[config.mk]
export PLATFORM = sky130hd
export DESIGN_NAME = eth_dest_filter
export DESIGN_NICKNAME = d
export VERILOG_FILES = /design/src/rtl/eth_filt_pkg.sv /design/src/rtl/addr_filter_regs.sv /design/src/rtl/addr_filter_collect.sv /design/src/rtl/addr_filter_match.sv /design/src/rtl/eth_dest_filter.sv
export SDC_FILE = /design/constraint.sdc
export NUM_CORES = 1
export LEC_CHECK = 0
export BUFFER_PORTS_ARGS = -buffer_cell sky130_fd_sc_hd__buf_2
export CAP_MARGIN = 20
export CORE_MARGIN = 2
export CORE_UTILIZATION = 65
export CTS_BUF_LIST = sky130_fd_sc_hd__clkbuf_2
export DETAILED_ROUTE_END_ITERATION = 10
export PLACE_DENSITY = 0.84
export SLEW_MARGIN = 10
export SYNTH_ARGS = -nofsm -noshare
export SYNTH_HDL_FRONTEND = slang
export SYNTH_HIERARCHICAL = 1
export SYNTH_SLANG_ARGS = --single-unit
[constraint.sdc]
create_clock -name clk -period 4.4 [get_ports clk]
set_clock_uncertainty 0.15 [all_clocks]
set_input_delay 0.66 -clock clk [delete_from_list [all_inputs] [get_ports clk]]
set_output_delay 0.66 -clock clk [all_outputs]
set_load 0.1 [all_outputs]
[src/rtl/eth_filt_pkg.sv]
package eth_filt_pkg;
  localparam int ADDR_BYTES = 6;
  localparam int WORD_W     = 16;
  localparam int HASH_WORDS = 16;
  localparam int STN_WORDS  = 3;
  localparam int CRC_W      = 32;
  localparam int HASH_BITS  = $clog2(HASH_WORDS * WORD_W);
  localparam int MAC_W      = 8 * ADDR_BYTES;
  localparam int CNT_W      = $clog2(ADDR_BYTES + 1);

  localparam int REG_HASH_BASE = 0;
  localparam int REG_STN_BASE  = REG_HASH_BASE + HASH_WORDS;
  localparam int REG_MODE      = REG_STN_BASE + STN_WORDS;

  localparam logic [CRC_W-1:0] CRC_POLY_R = 32'hEDB88320;
  localparam logic [CRC_W-1:0] CRC_SEED   = '1;
  localparam logic [MAC_W-1:0] MAC_CTRL_DA = 48'h0180C2000001;

  typedef logic [7:0]       octet_t;
  typedef logic [MAC_W-1:0] mac_t;

  typedef struct packed {
    logic hash_en;
    logic promisc;
  } rx_mode_t;

  typedef struct packed {
    logic station;
    logic mac_ctrl;
    logic bcast;
    logic mcast;
    logic hash;
  } hit_t;

  // One octet through the reflected CRC-32, low bit first.
  function automatic logic [CRC_W-1:0] crc_step(input logic [CRC_W-1:0] crc,
                                                input octet_t d);
    logic [CRC_W-1:0] c;
    c = crc ^ {{(CRC_W-8){1'b0}}, d};
    for (int k = 0; k < 8; k++) begin
      c = c[0] ? ((c >> 1) ^ CRC_POLY_R) : (c >> 1);
    end
    return c;
  endfunction

  function automatic logic [HASH_BITS-1:0] hash_idx(input logic [CRC_W-1:0] crc);
    return crc[CRC_W-1 -: HASH_BITS];
  endfunction
endpackage

[src/rtl/addr_filter_regs.sv]
module addr_filter_regs
  import eth_filt_pkg::*;
#(
  parameter int AW = 5
) (
  input  logic                           clk,
  input  logic                           rst_n,
  input  logic                           wr_en,
  input  logic [AW-1:0]                  wr_addr,
  input  logic [WORD_W-1:0]              wr_data,
  output logic [HASH_WORDS*WORD_W-1:0]   hash_tbl,
  output mac_t                           station,
  output rx_mode_t                       mode
);
  for (genvar g = 0; g < HASH_WORDS; g++) begin : g_hash
    logic [WORD_W-1:0] word_q;
    always_ff @(posedge clk or negedge rst_n) begin
      if (!rst_n) word_q <= '0;
      else if (wr_en && wr_addr == AW'(REG_HASH_BASE + g)) word_q <= wr_data;
    end
    assign hash_tbl[g*WORD_W +: WORD_W] = word_q;
  end

  for (genvar g = 0; g < STN_WORDS; g++) begin : g_stn
    logic [WORD_W-1:0] word_q;
    always_ff @(posedge clk or negedge rst_n) begin
      if (!rst_n) word_q <= '0;
      else if (wr_en && wr_addr == AW'(REG_STN_BASE + g)) word_q <= wr_data;
    end
    assign station[g*WORD_W +: WORD_W] = word_q;
  end

  rx_mode_t mode_q;
  always_ff @(posedge clk or negedge rst_n) begin
    if (!rst_n) mode_q <= '0;
    else if (wr_en && wr_addr == AW'(REG_MODE)) mode_q <= rx_mode_t'(wr_data[1:0]);
  end
  assign mode = mode_q;
endmodule

[src/rtl/addr_filter_collect.sv]
module addr_filter_collect
  import eth_filt_pkg::*;
(
  input  logic             clk,
  input  logic             rst_n,
  input  logic             in_valid,
  input  logic             in_start,
  input  octet_t           in_data,
  output logic             last_byte,
  output mac_t             addr_full,
  output logic [CRC_W-1:0] crc_full
);
  localparam int KEEP = ADDR_BYTES - 1;

  logic [CNT_W-1:0] cnt_q;
  logic [CRC_W-1:0] crc_q;
  logic             mid_byte;

  assign mid_byte  = in_valid && !in_start && cnt_q != '0 &&
                     cnt_q < CNT_W'(ADDR_BYTES);
  assign last_byte = mid_byte && cnt_q == CNT_W'(KEEP);
  assign crc_full  = crc_step(crc_q, in_data);

  always_ff @(posedge clk or negedge rst_n) begin
    if (!rst_n) begin
      cnt_q <= '0;
      crc_q <= CRC_SEED;
    end else if (in_valid && in_start) begin
      cnt_q <= CNT_W'(1);
      crc_q <= crc_step(CRC_SEED, in_data);
    end else if (mid_byte) begin
      cnt_q <= cnt_q + CNT_W'(1);
      crc_q <= crc_full;
    end
  end

  for (genvar i = 0; i < KEEP; i++) begin : g_oct
    octet_t oct_q;
    logic   take;
    if (i == 0) begin : g_first
      assign take = in_valid && in_start;
    end else begin : g_rest
      assign take = mid_byte && cnt_q == CNT_W'(i);
    end
    always_ff @(posedge clk or negedge rst_n) begin
      if (!rst_n) oct_q <= '0;
      else if (take) oct_q <= in_data;
    end
    assign addr_full[MAC_W-1-8*i -: 8] = oct_q;
  end
  assign addr_full[7:0] = in_data;
endmodule

[src/rtl/addr_filter_match.sv]
module addr_filter_match
  import eth_filt_pkg::*;
(
  input  mac_t                         addr,
  input  logic [CRC_W-1:0]             crc,
  input  logic [HASH_WORDS*WORD_W-1:0] hash_tbl,
  input  mac_t                         station,
  input  rx_mode_t                     mode,
  output hit_t                         hits,
  output logic                         accept
);
  always_comb begin
    hits.station  = (addr == station);
    hits.mac_ctrl = (addr == MAC_CTRL_DA);
    hits.bcast    = &addr;
    hits.mcast    = addr[MAC_W-8];
    hits.hash     = hash_tbl[hash_idx(crc)];
    accept = mode.promisc | hits.station | hits.mac_ctrl | hits.bcast |
             (hits.mcast & mode.hash_en & hits.hash);
  end
endmodule

[src/rtl/eth_dest_filter.sv]
module eth_dest_filter
  import eth_filt_pkg::*;
#(
  parameter int CFG_AW = 5
) (
  input  logic              clk,
  input  logic              rst_n,
  input  logic              cfg_wr_en,
  input  logic [CFG_AW-1:0] cfg_wr_addr,
  input  logic [15:0]       cfg_wr_data,
  input  logic              rx_byte_valid,
  input  logic              rx_byte_start,
  input  logic [7:0]        rx_byte,
  output logic              dec_valid,
  output logic              dec_accept
);
  logic [HASH_WORDS*WORD_W-1:0] hash_tbl;
  mac_t                         station;
  rx_mode_t                     mode;
  logic                         last_byte;
  mac_t                         addr_full;
  logic [CRC_W-1:0]             crc_full;
  hit_t                         hits;
  logic                         accept_now;

  addr_filter_regs #(.AW(CFG_AW)) u_regs (
    .clk(clk), .rst_n(rst_n), .wr_en(cfg_wr_en), .wr_addr(cfg_wr_addr),
    .wr_data(cfg_wr_data), .hash_tbl(hash_tbl), .station(station), .mode(mode)
  );

  addr_filter_collect u_collect (
    .clk(clk), .rst_n(rst_n), .in_valid(rx_byte_valid), .in_start(rx_byte_start),
    .in_data(rx_byte), .last_byte(last_byte), .addr_full(addr_full),
    .crc_full(crc_full)
  );

  addr_filter_match u_match (
    .addr(addr_full), .crc(crc_full), .hash_tbl(hash_tbl), .station(station),
    .mode(mode), .hits(hits), .accept(accept_now)
  );

  always_ff @(posedge clk or negedge rst_n) begin
    if (!rst_n) begin
      dec_valid  <= 1'b0;
      dec_accept <= 1'b0;
    end else begin
      dec_valid  <= last_byte;
      dec_accept <= last_byte && accept_now;
    end
  end
endmodule

Word-level counts from Yosys, hierarchy flattened. Cells that the tools add are included.

Add/sub/neg operators: 1. $mul: 0. Divide/modulo/power cells: 0. $lt $le $gt $ge: 2. Equal/unequal tests: 26. Shifts and indexed selects: 0. Multiplexer cells: 22. Bitwise operators: 24. Reductions and logical operators: 35.

Operator list (number): $mux W32 (18); $not A13 Y14 (16); $eq A48 B41 Y1 const B (1); $eq A48 B48 Y1 (1); $reduce_and A48 Y1 (1); $eq A5 B4 Y1 const B (8); $not A8 Y32 (1); $xor A32 B8 Y32 (1); $logic_and A1 B1 Y1 (30); $eq A5 B3 Y1 const B (4); $eq A5 B5 Y1 const B (4); $eq A5 B2 Y1 const B (2); $lt A8 B9 Y1 const B (1); $bmux W1 S8 (1); $eq A3 B2 Y1 const B (2); $eq A3 B3 Y1 const B (2); $mux W3 (2); $eq A5 B1 Y1 const B (1); $logic_not A5 Y1 (1); $or A1 B1 Y1 (4); $add A3 B1 Y3 const B (1); $eq A3 B1 Y1 const B (1); $lt A3 B3 Y1 const B (1); $reduce_bool A3 Y1 (1); other kinds (4) (5).

Register bits after elaboration: 383. Latch bits: 0. Bits in writable memories: 0. Memory bits (read-only): 0. Bits of input ports: 34. Output and inout bits: 2. Word-level logic and storage cells: 140. Memories: 0.

Logic depth before layout (Yosys ltp).
Depth in word-level cells: 22. Depth in mapped cells: 17. Mapped depth without buffers: 12.

Cells and area by module. Netlist, hierarchy kept.

By module, submodules not included: addr_filter_regs (times used 1, cells an instance 698, area an instance 11654.9 um2, seq. area each 7657.3 um2); addr_filter_collect (times used 1, cells an instance 401, area an instance 4300.4 um2, seq. area each 1916.8 um2); addr_filter_match (times used 1, cells an instance 302, area an instance 3108.0 um2, seq. area each 0.0 um2); eth_dest_filter (times used 1, cells an instance 3, area an instance 56.3 um2, seq. area each 50.0 um2).

Worst setup path before layout. Ideal clock, no wire load.

Path type: input -> register. Start: input port rx_byte[7]. End: register dec_accept. Library setup time: 0.119 ns. Data arrival time: 4.047 ns. Required time: 4.131 ns. Path slack: 0.084 ns. Stages: 16. Buffers on the path: 5. Path through: buf_4 xnor2_1 xnor2_1 xnor2_1 xnor2_1 buf_6 buf_6 buf_4 buf_2 mux4_2 a22oi_1 nand4_1 a41oi_2 o31ai_1 a31o_1 and2_1.

RTL lines: start, declared (RTL line eth_dest_filter.sv:13) `input logic [7:0] rx_byte,`; end signal, assigned (RTL line eth_dest_filter.sv:48) `dec_accept <= last_byte && accept_now;`; end, declared (RTL line eth_dest_filter.sv:15) `output logic dec_accept`.

==> impl_metrics.yaml <==
final_layout:
  finalNonFillerCells: 1942
  drive_above_1_share_pct: 44.6
  final_nets: 1526
  fillers: 1931
  stdcell_area_um2: 20700
  syn_to_final_growth_pct: 8.05
timing:
  tightest_slew_ns: 0.895
  fin_setup_tns_ns: 0
  post-route-min-period_ns: 4.09
  setup_viol: 0
  rsz0062_at_grt: "false"
  slew_violations: 0
  hold_viol: 0
  fin_crit_sh_pct: 93.1
  slew-limit-headroom_pct: 40.3
  fmax_mhz: 244
drt:
  post_drt_wl_per_cell_um: 24.2
  drtIter0Drc: 927
  drc_errors: 0
  drt-total-wl_um: 46900
  drtAntennaViolNets: 0
  vias: 12300
  via_per_inst: 6.35
  first_pass_iters: 7
min_path:
  hold_path_end: "u_collect/crc_q[9]"
  hold_depth: 4
  hold_class: "input port to register"
  min_from: "rx_byte[7]"
synthesis:
  synthesis.nets: 1442
  avgSynthCellArea_um2: 13.6
  syn-instance-count: 1403
  syn-cell-area_um2: 19100
  yosysWarnings: 6
clocking:
  cts-htree-levels: 3
  cts_max_path_buffers: 3
  cts-root-buf: "clkbuf_2"
  cts_setup_buffers: 0
  post_cts_resized: 0
  clk_latency_ns: 1.01
  cts_tree: "done"
  holdBufCountCts: 4
  numCtsBuffers: 98
  cts_sinks: 383
  cts.clk_slew.worst_paths_ns: 0.09
global_routing:
  gr-usage-all-layers_pct: 31.6
  grt_pass1_wl_um: 74100
  grt_pass1_vias: 13200
  grt.overflow.total: 0
  antenna_found_initial: 3
  grt_max_degree: 107
critical_path:
  worstPathArrival_ns: 4.78
  reg2reg_from: "u_collect/crc_q[6]"
  r2r-end: "dec_accept"
  path_cells: "xnor2_1 -> xnor3_2 -> xnor2_4 -> xnor2_2 -> buf_12 -> buf_12 -> mux4_2 -> nor2_1 -> o31a_1 -> nand4_1 -> a41oi_2 -> o31ai_1 -> a31o_1 -> and2_1"
  required_ns: 5.08
  crit_fanout: 27
  crit_slowest_cell: "dfstp_2"
  worstSetupPathType: "register to register"
  startpoint_type: "register"
  r2r_slack_ns: 0.31
  crit_top_cell: "buf_12"
  ff2ff_path_depth: 14
  end_kind: "register"
  critPathMaxStageDelay_ns: 0.59
die:
  dieArea_um2: 30800
  io_pins: 36
  fp.dieW_um: 175
  start_util_pct: 66.2
  die_h_um: 175
  fp-row-count: 62
  coreArea_um2: 28900
outcome:
  outcome: "completed"
place:
  place_area_um2: 19800
  hpwl_um: 29200
  io_buffer_count: 35
  dp.cells: 1766
  place_congestion: 0.857
run:
  drv_cap: 0
==> cells in the final DEF, fill, tap and decap left out, drive strengths merged, types with 3 or more instances in the layout <==
cell / count
dfrtp: 351
mux2: 339
clkbuf: 146
buf: 92
nand2: 91
xnor2: 83
xor2: 73
mux4: 54
dfstp: 32
nor2: 31
mux2i: 28
a22oi: 25
nor4: 23
nand4: 17
clkinv: 17
o21ai: 16
a21oi: 15
nor2b: 12
a31oi: 8
nand3: 8
inv: 8
o22ai: 6
and3: 5
ha: 5
nor3: 5
nand2b: 5
and2: 4
dlygate4sd3: 4
diode: 3
clkinvlp: 3
a221o: 3
nand3b: 3
and4bb: 3
nor3b: 3
==> how the worst max path moves through the flow <==
stage	cells past startpoint	slack [ns]	startpoint	end
6_report	14	0.31	u_collect/crc_q[6]	dec_accept
4_1_cts	13	0.32	u_collect/crc_q[6]	dec_accept
3_5_place_dp	14	0.05	rx_byte[2]	dec_accept
5_1_grt	14	0.11	u_collect/crc_q[6]	dec_accept
3_3_place_gp	14	0.12	rx_byte[2]	dec_accept
2_1_floorplan	16	0.08	rx_byte[7]	dec_accept
==> cell type report <==
| type | count | area (µm²) | share of cell area [%] |
|---|---|---|---|
| Sequential cell | 383 | 9620 | 46.6 |
| Multi-Input combinational cell | 902 | 8890 | 43.1 |
| Timing Repair Buffer | 96 | 778 | 3.77 |
| Clock buffer | 146 | 731 | 3.54 |
| Tap cell | 384 | 480 | 2.33 |
| Clock inverter | 22 | 113 | 0.545 |
| Inverter | 6 | 22.5 | 0.109 |
| Antenna cell | 3 | 7.51 | 0.0364 |
==> stage by stage <==
step           hold slack [ns]  setup slack (ns)  utilization [%]
2_1_floorplan            0.214            0.0839                -
3_3_place_gp             0.303             0.118             68.4
3_5_place_dp             0.316            0.0539             68.4
4_1_cts                0.00622             0.318             71.5
5_1_grt                 0.0283             0.109             71.6
6_report                0.0842             0.305             71.6
==> registers in the layout, indices dropped and copies added (netlist names) <==
signal                 cells
dec_accept                 1
dec_valid                  1
u_collect/cnt_q            3
u_collect/crc_q           32
u_collect/g_oct.oct_q     40
u_regs/g_hash.word_q     256
u_regs/g_stn.word_q       48
u_regs/mode                2
==> worst max-delay path: cells and delay by family, from the launching register on <==
family | cells | cell delay, ns
XOR/XNOR | 4 | 1.15
AO/OA/AOI/OAI | 4 | 0.74
buffers and inverters | 2 | 0.46
multiplexers | 1 | 0.50
flip-flops | 1 | 0.59
AND/OR/NAND/NOR | 3 | 0.38
==> layer usage <==
metal  part of all wire [%]  global-route usage, %
met1                     40                   41.6
met2                     50                   51.8
met3                    6.0                   5.43
met4                    3.7                   15.0
met5                      0                      0
Power is left out: the tool's default activity adds up to more than one toggle a clock period on the data nets, which glitch-free logic cannot reach.
